### src/rtl/branch_target_cache.sv
module branch_target_cache #(
  parameter int ENTRIES = 8,
  parameter int PC_W    = 32
) (
  input  logic            clk,
  input  logic            rst_n,
  input  logic            flush,
  input  logic [PC_W-1:0] fetch_pc,
  input  logic            pred_taken,
  output logic            hit,
  output logic [PC_W-1:0] target,
  output logic [PC_W-1:0] next_pc,
  input  logic            wr_en,
  input  logic [PC_W-1:0] wr_pc,
  input  logic [PC_W-1:0] wr_target
);
  localparam int TAG_W = PC_W - 2;
  localparam int IDX_W = (ENTRIES > 1) ? $clog2(ENTRIES) : 1;

  logic [ENTRIES-1:0] valid_q;
  logic [TAG_W-1:0]   tag_q [ENTRIES];
  logic [PC_W-1:0]    tgt_q [ENTRIES];
  logic [IDX_W-1:0]   rr_q;

  logic [ENTRIES-1:0] look_match, wr_match;
  logic [IDX_W-1:0]   wr_idx, free_idx, victim;
  logic               wr_hit, any_free;

  for (genvar g = 0; g < ENTRIES; g++) begin : g_cmp
    assign look_match[g] = valid_q[g] && (tag_q[g] == fetch_pc[PC_W-1:2]);
    assign wr_match[g]   = valid_q[g] && (tag_q[g] == wr_pc[PC_W-1:2]);
  end

  assign hit      = |look_match;
  assign wr_hit   = |wr_match;
  assign any_free = ~&valid_q;

  always_comb begin
    target   = '0;
    wr_idx   = '0;
    free_idx = '0;
    for (int i = 0; i < ENTRIES; i++) begin
      if (look_match[i]) target = target | tgt_q[i];
      if (wr_match[i])   wr_idx = IDX_W'(i);
    end
    for (int i = ENTRIES - 1; i >= 0; i--)
      if (!valid_q[i]) free_idx = IDX_W'(i);
  end

  assign victim  = wr_hit ? wr_idx : (any_free ? free_idx : rr_q);
  assign next_pc = (hit && pred_taken) ? target : fetch_pc + PC_W'(4);

  always_ff @(posedge clk) begin
    if (!rst_n || flush) begin
      valid_q <= '0;
      rr_q    <= '0;
    end else if (wr_en) begin
      valid_q[victim] <= 1'b1;
      if (!wr_hit && !any_free)
        rr_q <= (rr_q == IDX_W'(ENTRIES - 1)) ? '0 : rr_q + 1'b1;
    end
  end

  always_ff @(posedge clk) begin
    if (rst_n && !flush && wr_en) begin
      tag_q[victim] <= wr_pc[PC_W-1:2];
      tgt_q[victim] <= wr_target;
    end
  end
endmodule

### config.mk
export PLATFORM = sky130hd
export DESIGN_NAME = branch_target_cache
export DESIGN_NICKNAME = d
export VERILOG_FILES = /design/src/rtl/branch_target_cache.sv
export SDC_FILE = /design/constraint.sdc
export NUM_CORES = 1
export LEC_CHECK = 0
export ABC_AREA = 1
export BUFFER_PORTS_ARGS = -buffer_cell sky130_fd_sc_hd__buf_2
export CORE_ASPECT_RATIO = 0.5
export CORE_MARGIN = 5
export CORE_UTILIZATION = 25
export CTS_CLUSTER_SIZE = 16
export DETAILED_ROUTE_END_ITERATION = 10
export PLACE_DENSITY = 0.45
export SLEW_MARGIN = 40
export SYNTH_ARGS = -nofsm -noshare
export SYNTH_HDL_FRONTEND = slang
export SYNTH_SLANG_ARGS = --single-unit
### constraint.sdc
create_clock -name clk -period 4.4 [get_ports clk]
set_input_delay 0.22 -clock clk [delete_from_list [all_inputs] [get_ports clk]]
set_output_delay 0.22 -clock clk [all_outputs]
set_load 0.02 [all_outputs]
==> results.ini, run 1 <==
[timing]
skew_ps=41.6
hold_viol=0
drv_slew=0
relSlewSlack_pct=43.6
hold_ws_ps=37.5
finalSetupViolations=0
setup_slack_ps=161
tns_ps=0
timing.fmax_mhz=236
fin_crit_ps=4240
rsz0062_at_grt=false
tightest_slew_ps=845
fin_crit_sh_pct=96.3

[grt]
grt_pass1_wl_um=176000
gr-total-overflow=0
grt_max_degree=42
antenna_found_initial=3
grt_pass1_vias=22577
grt_use_total_pct=21.8

[worst_setup_path]
rrSetupSlack_ps=890
required_ps=4180
crit_path_end_kind=output port
crit_arrival_ps=4020
cpMostUsedCell=nand2_1
crit_chain=inv_1 > o22ai_1 > nor3_1 > nand2_1 > nor2_2 > nand2_2 > inv_2 > buf_12 > nand2_1 > nand2_1 > nor2_1 > nand2_1 > nor2_1 > nor2_1 > buf_2
cp_max_fo=12
cp_slowest_cell=edfxtp_1
path_class=reg -> out
start_kind=flip-flop
slowest_delay_ps=540
rr_worst_depth=18
reg2reg_to=tgt_q[6][8]
r2r-start=tag_q[1][12]

[clock_tree]
cts_tree=yes
cts_made_buffers=54
cts_root_buf=clkbuf_16
hold_buffers=35
cts_resized=0
clk_latency_ps=650
clk_pin_slew_ps=70
cts_htree_levels=2
clock-sinks=507
post-cts-setup-buffer-count=0
clock_path_buffers=3

[hold_path]
holdCritPathClass=in -> reg
hold_start=wr_en
min_to=rr_q[0]
whs_path_depth=4

[cells_and_area]
finalNonFillerCells=5003
drive_above_1_share_pct=12.9
post-route-util_pct=30.4
nNetsFinal=3627
antenna_cells=0
area_delta_synth_final_pct=20.8

[drt]
drt-total-wl_um=129000
drt_iter0_markers=2460
drc=0
drtAntennaViolNets=0
first_pass_iters=6
viasPerCell=4.74
num_vias=23707
wl_per_cell_um=25.8

[floorplanning]
die_w_um=475
ios=166
die_area_um2=115000
rows=85
core-area_um2=107000
initial_utilization_pct=25.2
die_h_um=243

[synth]
syn_nets=3323
synth-edff-count=496
yosys-top-cells-area=edfxtp_1 (55%), nand2_1 (19%), nor2_1 (5.2%)
yosys-top-cells-count=nand2_1 (1398), edfxtp_1 (496), nor2_1 (376), inv_1 (353), o22ai_1 (94)
synth_top_cell_by_area=edfxtp_1
synthCells=3219
synth-seq-cells=507
yosys.area.top_type_share_pct=55.1
synth-main-ff-cell=edfxtp_1
synth.avg_cell_area_um2=8.40
async_flop_share_pct=0
synth_most_common_cell=nand2_1
synth_warnings=0
synth.distinct_cells=38
ys_seq_area_share_pct=55.9
synthesis.area_um2=27000

[place]
dp.cells=4867
place_ws_ps=703
dp_hpwl_um=94000
port_buffers=163
place.gp.congestion=1.00

[pwr]
peakVddDrop_v=0.000288
powerDensity_nw_per_um2=346
p_leak_nw=14.3

[job]
maxCapViolCount=0

[outcome]
status=complete, no violations

[per-stage QoR]
stage                     power, mW  cell area (um2)
after global placement         6.39            30500
after detailed placement       6.39            30500
after global routing           11.6            32700
final                          11.3            32700
after floorplan                5.87            27000
after CTS                      11.4            32700
[worst max-delay path, delay by kind of cell, from the launching register on]
| family | cells | cell delay, ps |
|---|---|---|
| AND/OR/NAND/NOR | 10 | 1810 |
| buffers and inverters | 4 | 910 |
| flip-flops | 1 | 540 |
| AO/OA/AOI/OAI | 1 | 100 |
[registers in the layout (all words and copies together) (netlist names)]
name and cells:
tag_q 240, rr_q 3, tgt_q 256, valid_q 8
[worst max-delay path by stage]
stage / start / endpoint / slack [ps] / depth (start not counted)
CTS: tag_q[3][6] / next_pc[22] / 190 / 15
floorplan: wr_pc[24] / tag_q[7][0] / -130 / 16
detailed placement: wr_pc[19] / tgt_q[6][8] / 700 / 20
global route: tag_q[3][6] / next_pc[22] / 40 / 15
finish: tag_q[3][6] / next_pc[22] / 160 / 15
global placement: wr_pc[19] / tgt_q[6][8] / 720 / 20
[power breakdown]
part	internal [mW]	switching, mW	leakage [nW]
registers	5.32	0.0149	4.56
clock network	2.84	2.12	0.908
logic	0.260	0.741	8.86
[layout make-up]
type,instances,area (um2)
fillers,11399,74700
flip-flops and latches,507,15100
multi-input cells,2242,9880
repair buffers,343,2590
well taps,1435,1800
inverters,375,1420
clock buffers,60,1370
clock inverters,41,487
[cell families (layout without fill, tap and decap cells)]
kind of cell               after synthesis  count (layout)  share of synthesized area (%)
buffers and inverters                  470             819                           7.71
adders and majority gates                3               3                          0.139
xor gates and xnor gates               126             126                           4.08
AOI/OAI and AO/OA                      171             171                           3.69
and+or+nand+nor                       1942            1942                           28.5
DFF                                    507             507                           55.9
[routing by layer]
metal | routed length (um) | global-route usage, %
met5 | 41 | 0
met4 | 8350 | 12.2
met3 | 9270 | 3.19
met2 | 58600 | 35.1
met1 | 52700 | 28.0
[cell usage in the layout, fill, tap and decap left out, types with 20 or more instances in the layout]
master and instances:
nand2_1 1398, edfxtp_1 496, nor2_1 373, inv_1 347
buf_2 163, buf_4 118, o22ai_1 94, xnor2_1 64
xor2_1 62, nand3_1 60, clkbuf_16 54, dlygate4sd3_1 35
nand4_1 34, o21ai_0 33, buf_12 27, nor3_1 24
a21oi_1 20
(Power assumes the default switching activity.)
==> inputs of run 2 (changes only) <==
--- a/config.mk
+++ b/config.mk
@@ -8,7 +8,7 @@
 export ABC_AREA = 1
 export BUFFER_PORTS_ARGS = -buffer_cell sky130_fd_sc_hd__buf_2
 export CORE_ASPECT_RATIO = 0.5
-export CORE_MARGIN = 5
+export CORE_MARGIN = 4
 export CORE_UTILIZATION = 25
 export CTS_CLUSTER_SIZE = 16
 export DETAILED_ROUTE_END_ITERATION = 10
==> run 2 against run 1 <==
Via count fell by 0.30%. Setup slack better by 120 ps. Clock-buffer cell count is 4 higher. Cell area fell by 1.1%. Critical path depth fell by 1. Utilization hardly changed. Global-route usage up 0.54 points. Power fell by 1.7%. Non-clock buffer count down 23. Sequential power hardly changed. Wire length is 0.95% higher.
==> results.ini, run 2 (same netlist as run 1, synthesis figures left out) <==
[pwr]
clkPwrFrac_pct=42.9  ; was 43.9%
power.switching_mw=2.88  ; about the same
p_leak_nw=14.1  ; was 14.3 nW
power_mw=11.1  ; was 11.3 mW
powerDensity_nw_per_um2=344  ; was 346 nW/um2
combPwrFrac_pct=9.0  ; was 8.9%
peakVddDrop_v=0.000308  ; was 0.000288 V
switching_share_pct=25.9  ; was 25.5%
seqPwrFrac_pct=48.1  ; was 47.2%
p_int_mw=8.23  ; was 8.43 mW

[place]
place.gp.congestion=1.04  ; was 1.00
dp.cells=4825  ; was 4867
port_buffers=163  ; unchanged
placed_cell_area_um2=30100  ; was 30500 um2
dp_hpwl_um=93700  ; was 94000 um

[grt]
grt_pass1_wl_um=177000  ; was 176000 um
gr-total-overflow=0  ; unchanged
grt_max_degree=47  ; was 42
grt_pass1_vias=22242  ; was 22577
grt_use_total_pct=22.3  ; was 21.8%
antenna_found_initial=5  ; was 3

[timing]
fin_crit_sh_pct=93.6  ; was 96.3%
timing.fmax_mhz=243  ; was 236 MHz
finalSetupViolations=0  ; unchanged
drv_slew=0  ; unchanged
hold_viol=0  ; unchanged
rsz0062_at_grt=false  ; unchanged
tns_ps=0  ; unchanged
tightest_slew_ps=809  ; was 845 ps
relSlewSlack_pct=46.1  ; was 43.6%
hold_ws_ps=79.5  ; was 37.5 ps
skew_ps=29.8  ; was 41.6 ps
fin_crit_ps=4120  ; was 4240 ps

[floorplanning]
die_w_um=473  ; was 475 um
initial_utilization_pct=25.5  ; was 25.2%
rows=84  ; was 85
die_h_um=241  ; was 243 um
ios=166  ; unchanged
die_area_um2=114000  ; was 115000 um2
core-area_um2=106000  ; was 107000 um2

[job]
maxCapViolCount=0  ; unchanged

[drt]
drc=0  ; unchanged
viasPerCell=4.76  ; was 4.74
drtAntennaViolNets=0  ; unchanged
num_vias=23636  ; was 23707
drt_iter0_markers=2873  ; was 2460
first_pass_iters=8  ; was 6
drt-total-wl_um=130000  ; was 129000 um
wl_per_cell_um=26.2  ; was 25.8 um

[clock_tree]
cts_tree=yes  ; unchanged
cts_htree_levels=2  ; unchanged
cts_made_buffers=55  ; was 54
clock-sinks=507  ; unchanged
cts_root_buf=clkbuf_16  ; unchanged
clk_latency_ps=660  ; was 650 ps
clock_path_buffers=3  ; unchanged
post-cts-setup-buffer-count=0  ; unchanged
clk_pin_slew_ps=60  ; was 70 ps

[hold_path]
holdCritPathClass=in -> reg  ; unchanged
whs_path_depth=4  ; unchanged

[outcome]
status=complete, no violations  ; unchanged

[worst_setup_path]
path_class=reg -> out  ; unchanged
rr_worst_depth=18  ; unchanged
crit_path_end_kind=output port  ; unchanged
start_kind=flip-flop  ; unchanged
cp_max_fo=14  ; was 12
crit_arrival_ps=3900  ; was 4020 ps
required_ps=4180  ; about the same

[cells_and_area]
n_fill_cell=11327  ; was 11399
area_delta_synth_final_pct=19.5  ; was 20.8%
layout_commonest_cell=nand2_1  ; unchanged
largestRegisters=tgt_q: 256 flops, tag_q: 240 flops, valid_q: 8 flops  ; unchanged
finalNonFillerCells=4965  ; was 5003
largest-register=tgt_q  ; unchanged
drive_above_1_share_pct=12.2  ; was 12.9%
largest_register_ffs=256  ; unchanged
fin_area_um2=32300  ; was 32700 um2
layout_common_cells=nand2_1 (1398), edfxtp_1 (496), nor2_1 (372)  ; was nand2_1 (1398), edfxtp_1 (496), nor2_1 (373)
nNetsFinal=3605  ; was 3627

==> run 2: cell count changes in the layout (fill, tap and decap cells not counted), sizes merged <==
cell / previous run / this run
buf: 308 / 282
bufinv: 10 / 6
diode: 0 / 2
dlygate4sd3: 35 / 38
clkinvlp: 2 / 5
clkbuf: 60 / 64
clkinv: 35 / 31
==> run 2: cell type report <==
type                    instances  area (um2)  area share [%]
clock buffers                  64        1410            4.36
flip-flops and latches        507       15100            46.8
well taps                    1419        1780            5.49
multi-input cells            2242        9890            30.6
repair buffers                320        2330            7.20
clock inverters                36         383            1.18
diodes                          2        5.00          0.0155
inverters                     375        1420            4.40
==> run 2: timing repair <==
| action | in CTS | in global routing |
|---|---|---|
| hold endpoints to repair | 276 | 0 |
| hold buffers | 38 | 0 |
| endpoints found under the setup margin | 0 | 0 |
| gates resized for setup | 0 | 0 |
==> run 2: metal layers <==
metal | vias to the layer above | GRT usage (%) | routed length [um]
met2 | 1205 | 35.7 | 57600
met4 | 4 | 12.1 | 8100
li1 | 10809 | - | -
met1 | 11306 | 29.2 | 54300
met3 | 312 | 3.51 | 10200
met5 | - | 0 | 24
==> run 2: path summary, 6_finish.rpt <==
path	start	endpoint	slack, ps
worst max-delay path	tag_q[7][18]	next_pc[18]	280
worst min-delay path	wr_en	rr_q[0]	80
worst max register to register	tag_q[6][23]	tgt_q[4][22]	930
worst min register to register	valid_q[6]	valid_q[6]	540
==> run 2: power groups by stage <==
stage | Sequential [mW] | Combinational, mW | Clock (mW)
5_1_grt | 5.34 | 1.04 | 5.05
3_5_place_dp | 5.44 | 0.943 | 0
2_1_floorplan | 5.44 | 0.434 | 0
3_3_place_gp | 5.44 | 0.942 | 0
4_1_cts | 5.34 | 0.976 | 4.84
6_report | 5.34 | 1.00 | 4.77
==> run 2: critical path, stage by stage (launching register included) <==
cell      delay, ps
edfxtp_1        440
inv_1           100
nand2_1          70
nand4_1         220
nor3_2          450
nand3_2         400
nor2_4          450
buf_4           340
nand2_1          80
nand2_1          60
nor2_1           50
nand2_1         170
nand2_1          80
o21ai_1         120
buf_2           200
==> run 2: stage by stage <==
stage / setup WS [ps] / util (%)
after detailed placement: 679 / 28.4
after global placement: 703 / 28.4
final: 281 / 30.5
after floorplan: -130 / -
after CTS: 345 / 30.4
after global routing: 196 / 30.4
